### src/rtl/txr_pkg.sv
package txr_pkg;
    parameter int CNT_W  = 8;
    parameter int BUF_AW = 12;
    parameter int BYTE_W = 8;

    typedef struct packed {
        logic              own;
        logic              sof;
        logic              eof;
        logic              berr;
        logic              uflo;
        logic              err;
        logic [CNT_W-1:0]  cnt;
        logic [BUF_AW-1:0] addr;
    } txd_t;

    localparam int DESC_W = $bits(txd_t);

    typedef enum logic [2:0] {
        ST_IDLE,
        ST_FETCH,
        ST_EXAMINE,
        ST_STREAM,
        ST_RETIRE,
        ST_HALT
    } txr_state_t;
endpackage

### src/rtl/txr_poll_timer.sv
module txr_poll_timer #(
    parameter int POLL_CYC = 64,
    localparam int CW = $clog2(POLL_CYC + 1)
) (
    input  logic clk,
    input  logic rst_n,
    input  logic run,
    output logic fire
);
    logic [CW-1:0] cnt;

    assign fire = run && (cnt == CW'(POLL_CYC - 1));

    always_ff @(posedge clk or negedge rst_n) begin
        if (!rst_n)             cnt <= '0;
        else if (!run || fire)  cnt <= '0;
        else                    cnt <= cnt + 1'b1;
    end
endmodule

### src/rtl/txr_irq.sv
module txr_irq (
    input  logic clk,
    input  logic rst_n,
    input  logic set,
    input  logic clr,
    input  logic int_en,
    input  logic mask,
    output logic flag,
    output logic irq
);
    always_ff @(posedge clk or negedge rst_n) begin
        if (!rst_n)   flag <= 1'b0;
        else if (set) flag <= 1'b1;
        else if (clr) flag <= 1'b0;
    end

    assign irq = flag && int_en && !mask;
endmodule

### src/rtl/txring_ctrl.sv
module txring_ctrl import txr_pkg::*; #(
    parameter int RING_LEN = 8,
    parameter int POLL_CYC = 64,
    localparam int IDX_W = (RING_LEN > 1) ? $clog2(RING_LEN) : 1
) (
    input  logic              clk,
    input  logic              rst_n,
    input  logic              tx_init,
    output logic [IDX_W-1:0]  desc_addr,
    output logic              desc_rd,
    output logic              desc_wr,
    output logic [DESC_W-1:0] desc_wdata,
    input  logic [DESC_W-1:0] desc_rdata,
    output logic [BUF_AW-1:0] buf_addr,
    output logic              buf_rd,
    input  logic [BYTE_W-1:0] buf_rdata,
    output logic              fifo_wr,
    output logic [BYTE_W-1:0] fifo_data,
    input  logic              fifo_full,
    input  logic              tx_err,
    output logic              tx_on,
    input  logic              int_en,
    input  logic              tdone_mask,
    input  logic              tdone_clr,
    output logic              tdone,
    output logic              irq
);
    txr_state_t        state, state_n;
    logic [IDX_W-1:0]  idx, idx_nx;
    txd_t              cur, nxt, rd_word, wb_word, rel_word;
    logic [BUF_AW-1:0] ptr;
    logic [CNT_W-1:0]  rem;
    logic              la_done, la_pend, moved, err_hit, txon_q, rd_pend;
    logic              buf_go, la_go, err_go, buf_done, fatal, tdone_set, poll_fire;

    assign rd_word   = txd_t'(desc_rdata);
    assign idx_nx    = (idx == IDX_W'(RING_LEN - 1)) ? '0 : idx + 1'b1;
    assign tx_on     = txon_q;
    assign fifo_wr   = rd_pend;
    assign fifo_data = buf_rdata;

    assign buf_go   = (state == ST_STREAM) && (rem != '0) && !fifo_full && !tx_err;
    assign la_go    = (state == ST_STREAM) && !cur.eof && !la_done && (moved || rem == '0);
    assign err_go   = (state == ST_STREAM) && tx_err && (rem != '0);
    assign buf_done = (state == ST_STREAM) && (rem == '0) && (cur.eof || (la_done && !la_pend));
    assign fatal    = !err_hit && !cur.eof && !nxt.own;

    always_comb begin
        wb_word      = cur;
        wb_word.own  = 1'b0;
        wb_word.err  = err_hit;
        wb_word.uflo = fatal;
        wb_word.berr = fatal || (!cur.sof && cur.eof && cur.cnt == '0);
        rel_word     = rd_word;
        rel_word.own = 1'b0;
    end

    txr_poll_timer #(.POLL_CYC(POLL_CYC)) u_timer (
        .clk  (clk),
        .rst_n(rst_n),
        .run  (state == ST_IDLE && txon_q),
        .fire (poll_fire)
    );

    txr_irq u_irq (
        .clk   (clk),
        .rst_n (rst_n),
        .set   (tdone_set),
        .clr   (tdone_clr),
        .int_en(int_en),
        .mask  (tdone_mask),
        .flag  (tdone),
        .irq   (irq)
    );

    // State register
    always_ff @(posedge clk or negedge rst_n) begin
        if (!rst_n)       state <= ST_IDLE;
        else if (tx_init) state <= ST_IDLE;
        else              state <= state_n;
    end

    // Next state and memory-port outputs
    always_comb begin
        state_n    = state;
        desc_rd    = la_go;
        desc_wr    = 1'b0;
        desc_addr  = la_go ? idx_nx : idx;
        desc_wdata = wb_word;
        buf_rd     = buf_go;
        buf_addr   = ptr;
        tdone_set  = 1'b0;
        unique case (state)
            ST_IDLE:  if (poll_fire) state_n = ST_FETCH;
            ST_FETCH: begin
                desc_rd = 1'b1;
                state_n = ST_EXAMINE;
            end
            ST_EXAMINE: begin
                if (!rd_word.own) begin
                    state_n = ST_IDLE;
                end else if (!rd_word.sof) begin
                    desc_wr    = 1'b1;
                    desc_wdata = rel_word;
                    state_n    = ST_FETCH;
                end else begin
                    state_n = ST_STREAM;
                end
            end
            ST_STREAM: if (err_go || buf_done) state_n = ST_RETIRE;
            ST_RETIRE: begin
                desc_wr = 1'b1;
                if (err_hit || cur.eof) begin
                    tdone_set = 1'b1;
                    state_n   = ST_FETCH;
                end else if (nxt.own) begin
                    state_n = ST_STREAM;
                end else begin
                    tdone_set = 1'b1;
                    state_n   = ST_HALT;
                end
            end
            ST_HALT: state_n = ST_HALT;
            default: state_n = ST_IDLE;
        endcase
    end

    // Datapath registers
    always_ff @(posedge clk or negedge rst_n) begin
        if (!rst_n) begin
            idx     <= '0;
            cur     <= '0;
            nxt     <= '0;
            ptr     <= '0;
            rem     <= '0;
            la_done <= 1'b0;
            la_pend <= 1'b0;
            moved   <= 1'b0;
            err_hit <= 1'b0;
            txon_q  <= 1'b0;
            rd_pend <= 1'b0;
        end else begin
            rd_pend <= buf_go;
            la_pend <= la_go;
            if (la_pend) nxt <= rd_word;
            if (tx_init) begin
                idx    <= '0;
                txon_q <= 1'b1;
            end else begin
                unique case (state)
                    ST_EXAMINE: begin
                        if (rd_word.own && !rd_word.sof) begin
                            idx <= idx_nx;
                        end else if (rd_word.own) begin
                            cur     <= rd_word;
                            ptr     <= rd_word.addr;
                            rem     <= rd_word.cnt;
                            la_done <= 1'b0;
                            moved   <= 1'b0;
                            err_hit <= 1'b0;
                        end
                    end
                    ST_STREAM: begin
                        if (buf_go) begin
                            ptr   <= ptr + 1'b1;
                            rem   <= rem - 1'b1;
                            moved <= 1'b1;
                        end
                        if (la_go)  la_done <= 1'b1;
                        if (err_go) err_hit <= 1'b1;
                    end
                    ST_RETIRE: begin
                        if (err_hit || cur.eof) begin
                            idx <= idx_nx;
                        end else if (nxt.own) begin
                            idx     <= idx_nx;
                            cur     <= nxt;
                            ptr     <= nxt.addr;
                            rem     <= nxt.cnt;
                            la_done <= 1'b0;
                            moved   <= 1'b0;
                        end else begin
                            txon_q <= 1'b0;
                        end
                    end
                    default: ;
                endcase
            end
        end
    end
endmodule

### config.mk
export PLATFORM = sky130hd
export DESIGN_NAME = txring_ctrl
export DESIGN_NICKNAME = d
export VERILOG_FILES = /design/src/rtl/txr_pkg.sv /design/src/rtl/txr_poll_timer.sv /design/src/rtl/txr_irq.sv /design/src/rtl/txring_ctrl.sv
export SDC_FILE = /design/constraint.sdc
export NUM_CORES = 1
export LEC_CHECK = 0
export ABC_AREA = 1
export CAP_MARGIN = 20
export CORE_UTILIZATION = 35
export DETAILED_ROUTE_END_ITERATION = 8
export GPL_ROUTABILITY_DRIVEN = 0
export MAX_ROUTING_LAYER = met4
export PLACE_DENSITY = 0.61
export SLEW_MARGIN = 20
export SYNTH_ARGS = -nofsm -noshare
export SYNTH_HDL_FRONTEND = slang
export SYNTH_SLANG_ARGS = --single-unit
### constraint.sdc
create_clock -name clk -period 1.4 [get_ports clk]
set_input_delay 0.14 -clock clk [delete_from_list [all_inputs] [get_ports clk]]
set_output_delay 0.14 -clock clk [all_outputs]
set_load 0.02 [all_outputs]
## Yosys cells after proc, flatten, opt, wreduce, memory -nomap -nowiden

Cells that the tools add are included.

| word-level totals | value |
|---|---|
| bits in registers | 88 |
| bits of input ports | 42 |
| output and inout bits | 56 |
| word-level logic and storage cells | 162 |

| operators by class | value |
|---|---|
| add/sub/neg operators | 4 |
| eq/ne operators | 20 |
| muxes and demuxes | 59 |
| bitwise operators | 1 |
| reductions and logical operators | 54 |

Operator list:

| operator | count |
|---|---|
| $mux W25 | 7 |
| $mux W12 | 5 |
| $pmux W25 S2 | 1 |
| $mux W8 | 5 |
| $pmux W12 S3 | 1 |
| $mux W3 | 11 |
| $pmux W8 S3 | 1 |
| $logic_and A1 B1 Y1 | 20 |
| $mux W1 | 19 |
| $ne A2 B2 Y1 const B | 9 |
| $pmux W3 S6 | 1 |
| $logic_not A8 Y1 | 2 |
| $reduce_and A7 Y1 | 2 |
| $add A12 B1 Y12 const B | 1 |
| $logic_not A1 Y1 | 11 |
| $eq A3 B3 Y1 const B | 3 |
| $reduce_bool A2 Y1 | 4 |
| $reduce_bool A8 Y1 | 1 |
| $sub A8 B1 Y8 const B | 1 |
| $add A7 B1 Y7 const B | 1 |
| $eq A7 B6 Y1 const B | 1 |
| $mux W7 | 1 |
| $eq A3 B2 Y1 const B | 2 |
| $logic_or A1 B1 Y1 | 6 |
| other kinds (16) | 22 |

## Depth between registers and ports, before layout

Gate-level depths: netlist (run 1).

| logic depth | value |
|---|---|
| word-level depth | 8 |
| gate-level depth with buffers | 12 |
| mapped depth without buffers | 10 |

## By module

From an unflattened synthesis (run 1), not the netlist that was laid out.

| second synthesis, totals | value |
|---|---|
| cells, all modules | 708 |
| area total of the unflattened synthesis | 4904.7 µm² |

Modules (own cells, without submodules):

| module | instances | cells each | area each (µm²) | seq. area each (µm²) |
|---|---|---|---|---|
| txring_ctrl | 1 | 667 | 4518.1 | 1926.8 |
| txr_poll_timer | 1 | 34 | 336.6 | 175.2 |
| txr_irq | 1 | 7 | 50.0 | 25.0 |

## Worst setup path after synthesis (run 1)

OpenSTA, ideal clock, no wires.

| timing path | value |
|---|---|
| path type | reg-to-output |
| start | register rem[0] |
| end | output desc_addr[1] |
| arrival | 1572 ps |
| data required time | 1260 ps |
| setup slack | -312 ps |
| cell stages (with the launch flop) | 9 |
| path buffers | 0 |
| cells stage by stage | dfrtp_1 inv_1 ha_1 nand2_1 nor2_1 nand2_1 inv_1 o21ai_2 o21ai_0 |

| between the ends | value |
|---|---|
| cells in the longest elaborated chain, start to end | 4 |

Ends and longest elaborated chain:

| what | line | source |
|---|---|---|
| start: declaration | txring_ctrl.sv:32 | `logic [CNT_W-1:0] rem;` |
| start signal: assignment | txring_ctrl.sv:157 | `rem <= rd_word.cnt;` |
| start signal: assignment | txring_ctrl.sv:166 | `rem <= rem - 1'b1;` |
| start signal: assignment | txring_ctrl.sv:179 | `rem <= nxt.cnt;` |
| $logic_not A8 Y1 | txring_ctrl.sv:43 | `assign la_go = (state == ST_STREAM) && !cur.eof && !la_done && (moved \|\| rem == '0);` |
| $logic_or A1 B1 Y1 | txring_ctrl.sv:43 |  |
| $logic_and A1 B1 Y1 | txring_ctrl.sv:43 |  |
| $mux W3 | txring_ctrl.sv:88 | `desc_addr = la_go ? idx_nx : idx;` |
| end: declaration | txring_ctrl.sv:9 | `output logic [IDX_W-1:0] desc_addr,` |

No other way between the ends.

## Worst setup path in the final report (run 1)

| timing path | value |
|---|---|
| start | register state[0] |
| end | output desc_wdata[1] |

| between the ends | value |
|---|---|
| cells in the longest elaborated chain, start to end | 2 |

Ends and longest elaborated chain:

| what | line | source |
|---|---|---|
| start: declaration | txring_ctrl.sv:28 | `txr_state_t state, state_n;` |
| start signal: assignment | txring_ctrl.sv:80 | `else state <= state_n;` |
| $eq A3 B2 Y1 | txring_ctrl.sv:93 | `unique case (state)` |
| $mux W25 | txring_ctrl.sv:93 |  |
| end: declaration | txring_ctrl.sv:12 | `output logic [DESC_W-1:0] desc_wdata,` |

No other way between the ends.

==> flow_summary.ini, run 1 <==
[cells_and_area]
nFillCells = 1124
fin_nets = 970
fin_util = 0.613
syn_to_final_growth_pct = 71.8
design_area_sq_um = 8480
drive_above_1_share = 0.397
antenna_cells = 0

[yosys]
netlist_instances = 701
avgSynthCellArea_sq_um = 7.04
syn_nets = 749
synth_seq_area_share = 0.431
synth_warnings = 0
syn_area_sq_um = 4940
ys_ff_latch = 85
ys_types = 34

[clocking]
numCtsBuffers = 9
clk_latency_ns = 0.35
clock_path_buffers = 2
cts.sinks = 85
cts_root_buf = clkbuf_16
cts_tree = yes
clk_pin_slew_worst_paths_ns = 0.07
h-tree-depth = 3

[floorplanning]
die_h_um = 121
core_area_sq_um = 13800
dieArea_sq_um = 14600
initial_core_util = 0.357
die_w_um = 121
rows = 43
io_pins = 98

[critical_path]
cp.arrival_ns = 1.75
critPathLaunchType = flop
worst_setup_path_end_kind = output pin
crit_type = flop to output pin
cp_max_fo = 5
crit_required_ns = 1.26

[routing]
first_iter_violations = 308
num_vias = 5526
viasPerCell = 4.99
drc_errors = 0
ant_nets = 0
first_pass_iters = 4
wirelength_um = 17000
detail_route.wl_per_cell_um = 15.4

[grt]
track_usage = 0.245
grt_pass1_wl_um = 27100
grt_overflow = 0
antenna_found_initial = 0
grt_max_degree = 47
grt_pass1_vias = 5515

[power]
ir_drop_v = 0.000869
leakagePower_nw = 4.15
finalPower_w = 0.0105
pwr_density_cell_nw_per_um2 = 1240

[run_status]
status = finished with violations
violations = negative setup slack

[flow_run]
cap_violations = 0

[timing]
setup-violations-final = 83
fin_setup_tns_ns = -32.79
fin_worst_skew_ns = 0.00936
hold_viol = 0
period_minus_slack_ns = 1.89
rsz0062_at_grt = true
worst_slack_ns = -0.492
fin_crit_sh = 1.35
clock.fmax_mhz = 529
drv_slew = 0

[worst_hold_path]
hp-class = primary input to asynchronous set/reset pin

[place]
port-buffer-count = 80
placed_cell_area_sq_um = 6820
hpwlAfterDp_um = 10100
==> per-layer routing <==
layer  up-vias  routed length [um]  global-route usage
met5         -                   0                   -
met3        41                 749              0.0368
met2       147                8570               0.407
met1      2662                7190               0.290
met4         0                 507               0.119
li1       2676                   -                   -
==> Yosys cell counts <==
| library cell | n | area share |
|---|---|---|
| nor3_1 | 4 | 0.0041 |
| a21o_1 | 2 | 0.0030 |
| or2_2 | 2 | 0.0025 |
| nor2_1 | 63 | 0.048 |
| o21ai_2 | 1 | 0.0018 |
| and3_1 | 1 | 0.0013 |
| nand3_2 | 3 | 0.0061 |
| nor3b_1 | 1 | 0.0015 |
| buf_2 | 6 | 0.0061 |
| inv_2 | 5 | 0.0038 |
| nor2_4 | 1 | 0.0023 |
| buf_4 | 16 | 0.024 |
| nand2_1 | 246 | 0.19 |
| clkbuf_1 | 11 | 0.0084 |
| conb_1 | 1 | 0.00076 |
| inv_1 | 66 | 0.050 |
| buf_6 | 5 | 0.011 |
| nand3_1 | 56 | 0.057 |
| o22a_1 | 1 | 0.0018 |
| o22ai_1 | 1 | 0.0013 |
| nor3_2 | 1 | 0.0020 |
| xor2_1 | 1 | 0.0018 |
| o211ai_1 | 2 | 0.0030 |
| a21oi_4 | 2 | 0.0066 |
| a21oi_1 | 22 | 0.022 |
| nand2_2 | 2 | 0.0025 |
| nand2_4 | 1 | 0.0023 |
| nand4_1 | 9 | 0.011 |
| ha_1 | 6 | 0.015 |
| o21ai_0 | 73 | 0.074 |
| buf_1 | 1 | 0.00076 |
| dfrtp_1 | 85 | 0.43 |
| nor2_2 | 3 | 0.0038 |
| o21ai_1 | 1 | 0.0010 |
==> timing repair <==
action | 4_1_cts | 5_1_grt
pin swaps | 15 | 30
setup endpoints to repair | 105 | 91
resized for setup | 304 | 125
hold buffers | 1 | 0
cloned | 12 | 2
endpoints found under the hold margin | 25 | 0
buffers inserted | 32 | 17
==> sequential cells by signal (all words and copies together), names as in the netlist <==
name / count
state: 3
la_pend: 1
tx_on: 1
moved: 1
cur: 22
nxt: 23
err_hit: 1
buf_addr: 12
la_done: 1
rem: 8
u_timer.cnt: 7
idx: 3
fifo_wr: 1
u_irq.flag: 1
==> layout by cell type (no fill, tap or decap), types with 8 or more instances in the layout <==
cell type,synthesis,layout
buf_6,5,49
dfrtp_1,85,82
clkbuf_16,0,11
nand4_1,9,9
nor2_4,1,8
buf_16,0,8
o21ai_1,1,8
o21ai_0,73,37
o21ai_4,0,21
a21oi_1,22,20
nand2_1,246,175
nor2_1,63,57
o21ai_2,1,9
nand2_2,2,53
inv_1,66,58
inv_2,5,9
nand3_1,56,50
dlygate4sd2_1,0,15
clkdlybuf4s50_1,0,32
buf_12,0,12
nand2_4,1,20
buf_4,16,123
==> power breakdown <==
| group | internal (W) | total, W | switching (W) |
|---|---|---|---|
| clock | 0.00123 | 0.00231 | 0.00108 |
| sequential | 0.00295 | 0.00341 | 0.000465 |
| combinational | 0.00235 | 0.00479 | 0.00244 |
| total | 0.00652 | 0.0105 | 0.00399 |
==> worst max-delay path, cell delays in order, from the launching register on <==
cell	delay, ns
dfrtp_2	0.45
nor2_4	0.17
nand3_4	0.14
buf_12	0.19
buf_16	0.15
o21ai_4	0.16
buf_6	0.13
==> final timing paths <==
| kind | endpoint | from | slack [ns] | depth (start not counted) |
|---|---|---|---|---|
| worst max-delay path | desc_wdata[1] | state[0] | -0.49 | 6 |
| worst min-delay path | cur[18] | rst_n | 0.26 | 2 |
| worst max register to register | rem[4] | state[0] | -0.47 | 12 |
| worst min register to register | cur[1] | cur[1] | 0.50 | 2 |
| max in group asynchronous | buf_addr[0] | rst_n | 0.64 | 3 |
| min in group clk | fifo_data[4] | buf_rdata[4] | 0.28 | 0 |
==> final cells by class <==
class | count | area (sq um) | area share
multi-input cells | 507 | 3020 | 0.357
repair buffers | 248 | 2530 | 0.298
flip-flops and latches | 85 | 2130 | 0.251
inverters | 71 | 287 | 0.0338
clock buffers | 9 | 225 | 0.0266
well taps | 180 | 225 | 0.0266
clock inverters | 7 | 57.6 | 0.00679
==> cell families (layout without fill, tap and decap cells) <==
kind of cell,Yosys count,count (layout),share of synthesized area
other,1,1,0.000760
buffers and inverters,110,335,0.105
flip-flops,85,85,0.431
AO/OA/AOI/OAI,105,105,0.115
XOR/XNOR,1,1,0.00177
AND/OR/NAND/NOR,393,394,0.332
adder cells (fa/ha/maj),6,6,0.0152
==> per-stage QoR <==
step	hold WS [ns]	setup WS (ns)	std cells
5_1_grt	0.280	-0.535	1107
6_report	0.259	-0.492	1107
3_3_place_gp	0.0914	-0.743	1039
4_1_cts	0.269	-0.507	1099
3_5_place_dp	0.0927	-0.827	1039
2_1_floorplan	-0.156	-0.0972	701
(Power assumes the default switching activity.)
==> inputs of run 2 (changes only) <==
--- a/config.mk
+++ b/config.mk
@@ -5,13 +5,12 @@
 export SDC_FILE = /design/constraint.sdc
 export NUM_CORES = 1
 export LEC_CHECK = 0
-export ABC_AREA = 1
 export CAP_MARGIN = 20
 export CORE_UTILIZATION = 35
 export DETAILED_ROUTE_END_ITERATION = 8
 export GPL_ROUTABILITY_DRIVEN = 0
 export MAX_ROUTING_LAYER = met4
-export PLACE_DENSITY = 0.61
+export PLACE_DENSITY = 0.62
 export SLEW_MARGIN = 20
 export SYNTH_ARGS = -nofsm -noshare
 export SYNTH_HDL_FRONTEND = slang
==> run 2 against run 1 <==
Net effect: the flow still finishes with violations (negative setup slack); die area decreased by 6.9%; wire length shrank 2.9%; sequential share of layout area up 0.12 points; via count is 16% lower.
==> flow_summary.ini, run 2 <==
[floorplanning]
die_h_um = 117
io_pins = 98
rows = 41
die_w_um = 117
initial_core_util = 0.361
core_area_sq_um = 12700
dieArea_sq_um = 13600

[critical_path]
reg2reg_from = rem[0]
cp_max_fo = 5
path_cells = inv_2, ha_4, or3b_4, or2_4, a2111oi_4, buf_6, mux2_4, buf_6
cp.arrival_ns = 2.52
cp_slowest_cell = dfrtp_1
rrSetupSlack_ns = -0.83
critPathLaunchType = flop
crit_type = flop to output pin
cpPeakStageDelay_ns = 0.40
cp_common_cell = buf_6
worst_setup_path_end_kind = output pin
r2r_cells = 11
crit_required_ns = 1.26
reg2reg_to = rem[5]

[clocking]
numCtsBuffers = 9
cts_tree = yes
cts_root_buf = clkbuf_16
clock_path_buffers = 2
clk_pin_slew_worst_paths_ns = 0.06
cts.sinks = 85
clk_latency_ns = 0.34
h-tree-depth = 3

[yosys]
yosys.area.top_type = dfrtp_1
synth_top_area_frac = 0.463
ys_ff_latch = 85
synth_area_leaders = dfrtp_1 46%, mux2_2 13%, o21ai_0 4.6%
netlist_top_cells_count = 85 x dfrtp_1, 55 x nand2_1, 51 x mux2_2
avgSynthCellArea_sq_um = 9.98
synthArstFlopShare = 1.00
ys_types = 57
syn_nets = 508
synth_edf_count = 0
syn_area_sq_um = 4590
netlist_instances = 460
synth_most_common_cell = dfrtp_1
synth_flop_cell = dfrtp_1
synth_warnings = 0
synth_seq_area_share = 0.463

[place]
placed_cell_area_sq_um = 6830
hpwlAfterDp_um = 9700
port-buffer-count = 80

[routing]
first_pass_iters = 5
viasPerCell = 5.25
drc_errors = 0
first_iter_violations = 211
wirelength_um = 16500
num_vias = 4649
ant_nets = 0
detail_route.wl_per_cell_um = 18.7

[timing]
drv_slew = 0
setup-violations-final = 93
worst_slack_ns = -1.26
period_minus_slack_ns = 2.66
hold_viol = 0
rsz0062_at_grt = true
clock.fmax_mhz = 375
fin_worst_skew_ns = 0.00986
hold_slack_ns = 0.280
fin_crit_sh = 1.90
fin_setup_tns_ns = -64.47

[cells_and_area]
syn_to_final_growth_pct = 83.9
fin_util = 0.663
layout_commonest_cell = buf_4
fin_nets = 757
drive_above_1_share = 0.577
largest_reg_flops = 23
final_cell_mix = 131 x buf_4, 82 x dfrtp_1, 71 x buf_6, 32 x clkdlybuf4s50_1, 28 x nand2_1
regMostFlops = nxt
antenna_cells = 0
design_area_sq_um = 8440

[power]
pwr_density_cell_nw_per_um2 = 853
finalPower_w = 0.00720
leakagePower_nw = 3.91
ir_drop_v = 0.000704

[grt]
antenna_found_initial = 0
track_usage = 0.248
grt_overflow = 0
grt_pass1_wl_um = 24500
grt_max_degree = 30
grt_pass1_vias = 4643

[run_status]
status = finished with violations
violations = negative setup slack

[flow_run]
cap_violations = 0

[worst_hold_path]
hp-class = primary input to asynchronous set/reset pin
run 2: cell count changes after synthesis, moves of 7 or more:
cell | previous run | this run
nand2_1 | 246 | 55
buf_4 | 16 | 9
nor2_1 | 63 | 27
mux2i_1 | 0 | 18
inv_1 | 66 | 10
o21ai_0 | 73 | 42
mux2_2 | 0 | 51
nand3_1 | 56 | 8
run 2: where the power goes:
group	internal, W	switching [W]	leakage [nW]
logic	0.000922	0.000740	2.65
clock network	0.00174	0.000998	0.163
registers	0.00265	0.000142	1.10
run 2: critical path, delay by kind of cell (launching register included):
| family | cells | cell delay [ns] |
|---|---|---|
| fa+ha+maj | 1 | 0.12 |
| simple gates | 2 | 0.65 |
| compound gates | 1 | 0.32 |
| flops | 1 | 0.40 |
| mux | 1 | 0.30 |
| buf+inv | 3 | 0.40 |
run 2: routing by layer:
metal | track usage | share of wire
met5 | - | 0
met4 | 0.0769 | 0.027
met3 | 0.0358 | 0.039
met2 | 0.423 | 0.51
met1 | 0.304 | 0.42
run 2: kinds of logic (layout without fill, tap and decap cells):
kind of cell / count (synthesis) / after routing / synth area share
mux: 69 / 69 / 0.164
flops: 85 / 85 / 0.463
simple gates: 142 / 142 / 0.153
compound gates: 106 / 106 / 0.145
other cells: 1 / 1 / 0.000817
buf+inv: 46 / 300 / 0.0474
fa+ha+maj: 6 / 6 / 0.0164
xor+xnor: 5 / 5 / 0.00954
run 2: cell type report:
cell class	count	area, sq um
Inverter	10	42.5
Fill cell	944	4280
Sequential cell	85	2130
Tap cell	172	215
Clock inverter	6	111
Timing Repair Buffer	274	2740
Clock buffer	10	229
Multi-Input combinational cell	329	2970
run 2: worst max-delay path by stage:
stage,from,endpoint,slack (ns)
after global routing,rem[0],desc_addr[1],-1.33
after floorplan,rem[0],desc_addr[0],-0.78
after CTS,rem[1],desc_addr[1],-1.23
after detailed placement,rem[0],desc_addr[1],-1.30
after global placement,rem[0],desc_addr[2],-1.26
final,rem[0],desc_addr[1],-1.26
run 2: stage by stage:
step           std cells  worst slack (ns)
2_1_floorplan        460            -0.776
3_3_place_gp         812             -1.26
3_5_place_dp         812             -1.30
4_1_cts              868             -1.23
5_1_grt              886             -1.33
6_report             886             -1.26
run 2: repair_timing:
action	in CTS	in global routing
hold buffers	1	0
endpoints found under the setup margin	106	96
hold endpoints to repair	26	0
pin swaps	30	32
resized for setup	286	119
cloned	8	2
setup buffers	33	31
==> inputs of run 3 (changes only) <==
==> constraint.sdc (replaced) <==
create_clock -name clk -period 2.4 [get_ports clk]
set_input_delay 0.24 -clock clk [delete_from_list [all_inputs] [get_ports clk]]
set_output_delay 0.24 -clock clk [all_outputs]
set_load 0.02 [all_outputs]
==> run 3 against run 2 <==
Net effect: clock skew fell by 0.0013 ns; first-iteration DRC count fell by 22%; the run still ends with negative setup slack left; die area did not move.
==> flow_summary.ini, run 3 (synthesis results as in run 2) <==
[run_status]
status = finished with violations
violations = negative setup slack

[power]
finalPower_w = 0.00379
ir_drop_v = 0.000423
pwr_density_cell_nw_per_um2 = 609
leakagePower_nw = 2.81

[clocking]
numCtsBuffers = 9
cts.sinks = 85
clk_pin_slew_worst_paths_ns = 0.07
h-tree-depth = 3
cts_tree = yes
cts_root_buf = clkbuf_16
clock_path_buffers = 2
clk_latency_ns = 0.34

[cells_and_area]
regMostFlops = nxt
fin_util = 0.489
design_area_sq_um = 6220
drive_above_1_share = 0.298
antenna_cells = 0
final_cell_mix = 84 x dfrtp_1, 55 x nand2_1, 49 x buf_4, 48 x clkdlybuf4s50_1, 47 x mux2_2
fin_nets = 617
syn_to_final_growth_pct = 35.5
largest_reg_flops = 23
layout_commonest_cell = dfrtp_1

[critical_path]
path_cells = inv_2, ha_4, or3b_4, or2_4, a2111oi_4, buf_4, mux2_4, buf_6
reg2reg_from = state[0]
worst_setup_path_end_kind = output pin
critPathTopFamily = simple AND/OR/NAND/NOR gates
cp_max_fo = 5
cp_slowest_cell = dfrtp_1
crit_type = flop to output pin
critPathLaunchType = flop
cpPeakStageDelay_ns = 0.39
crit_buf_inv = 3
cp.arrival_ns = 2.48
crit_required_ns = 2.16
worstSetupStartpoint = rem[0]

[floorplanning]
core_area_sq_um = 12700
initial_core_util = 0.361
die_h_um = 117
die_w_um = 117
rows = 41
dieArea_sq_um = 13600
io_pins = 98

[routing]
wirelength_um = 12100
viasPerCell = 5.16
detail_route.wl_per_cell_um = 16.2
ant_nets = 0
first_pass_iters = 5
num_vias = 3851
highest_layer = met4
first_iter_violations = 165
met2_length_um = 5580
met1_length_um = 5760
drc_errors = 0
wl_met3_um = 588

[timing]
period_minus_slack_ns = 2.72
setup-violations-final = 4
clock.fmax_mhz = 367
fin_crit_sh = 1.13
fin_worst_skew_ns = 0.00857
drv_slew = 0
worst_slack_ns = -0.323
slew_headroom = 0.643
hold_viol = 0
rsz0062_at_grt = true
worst_pin_slew_ns = 0.530

[flow_run]
cap_violations = 0

[grt]
grt_overflow = 0
grt_max_degree = 48
track_usage = 0.194
grt_pass1_vias = 3888
antenna_found_initial = 0
grt_pass1_wl_um = 19700

[place]
dpl_worst_slack_ns = -0.476
placed_cell_area_sq_um = 5840
hpwlAfterDp_um = 8640
port-buffer-count = 80

[worst_hold_path]
hp-class = primary input to asynchronous set/reset pin
==> run 3: cell types whose count changed in the layout (fill, tap and decap cells not counted), sizes merged <==
cell | before | now
clkbuf | 12 | 10
dlymetal6s2s | 1 | 0
buf | 223 | 79
dlygate4sd2 | 13 | 3
bufbuf | 0 | 1
clkdlybuf4s50 | 32 | 48
==> run 3: worst register-to-register path, cell delays in order, from the launching register on <==
cell	delay [ns]
dfrtp_1	0.43
buf_4	0.18
or3b_1	0.46
or2_2	0.35
a21o_1	0.27
buf_4	0.19
buf_4	0.16
nand2_1	0.06
o21ai_0	0.07
==> run 3: path summary, 6_finish.rpt <==
kind                                  end  slack (ns)  cells past startpoint
setup / recovery             desc_addr[1]       -0.32                      8
hold reg to reg            u_timer.cnt[0]        0.47                      1
hold / removal                     cur[4]        0.41                      2
setup reg to reg                   cur[9]        0.11                      8
max in group asynchronous        state[2]        1.34                      3
min in group clk           u_timer.cnt[0]        0.47                      1
==> run 3: area by class of cell <==
class | instances | area (sq um)
clock buffers | 10 | 229
clock inverters | 6 | 111
fillers | 1212 | 6500
inverters | 10 | 37.5
multi-input cells | 329 | 2310
flip-flops and latches | 85 | 2130
well taps | 172 | 215
repair buffers | 134 | 1190
==> run 3: what timing repair did <==
item,in CTS,in global routing
setup buffers,4,2
cloned,1,0
endpoints found under the hold margin,38,0
pin swaps,2,2
resized for setup,130,12
endpoints found under the setup margin,31,31
hold buffers,1,0
==> run 3: per-stage QoR <==
stage          TNS, ns  instances  hold WS, ns
5_1_grt          -1.35        746        0.472
3_3_place_gp     -5.08        724        0.253
6_report         -1.11        746        0.410
4_1_cts          -1.48        746        0.436
3_5_place_dp     -5.74        724        0.255
2_1_floorplan        0        460      -0.0556
==> run 3: per-layer routing <==
layer / global-route usage / vias up
met1: 0.253 / 1883
met4: 0.0590 / 0
met2: 0.308 / 103
met3: 0.0353 / 13
met5: - / -
li1: - / 1852
==> run 3: report_power, final <==
group / total [W] / switching, W / leakage [nW] / internal (W)
registers: 0.00164 / 0.0000931 / 1.10 / 0.00155
clock network: 0.00159 / 0.000569 / 0.163 / 0.00102
logic: 0.000560 / 0.000283 / 1.54 / 0.000276
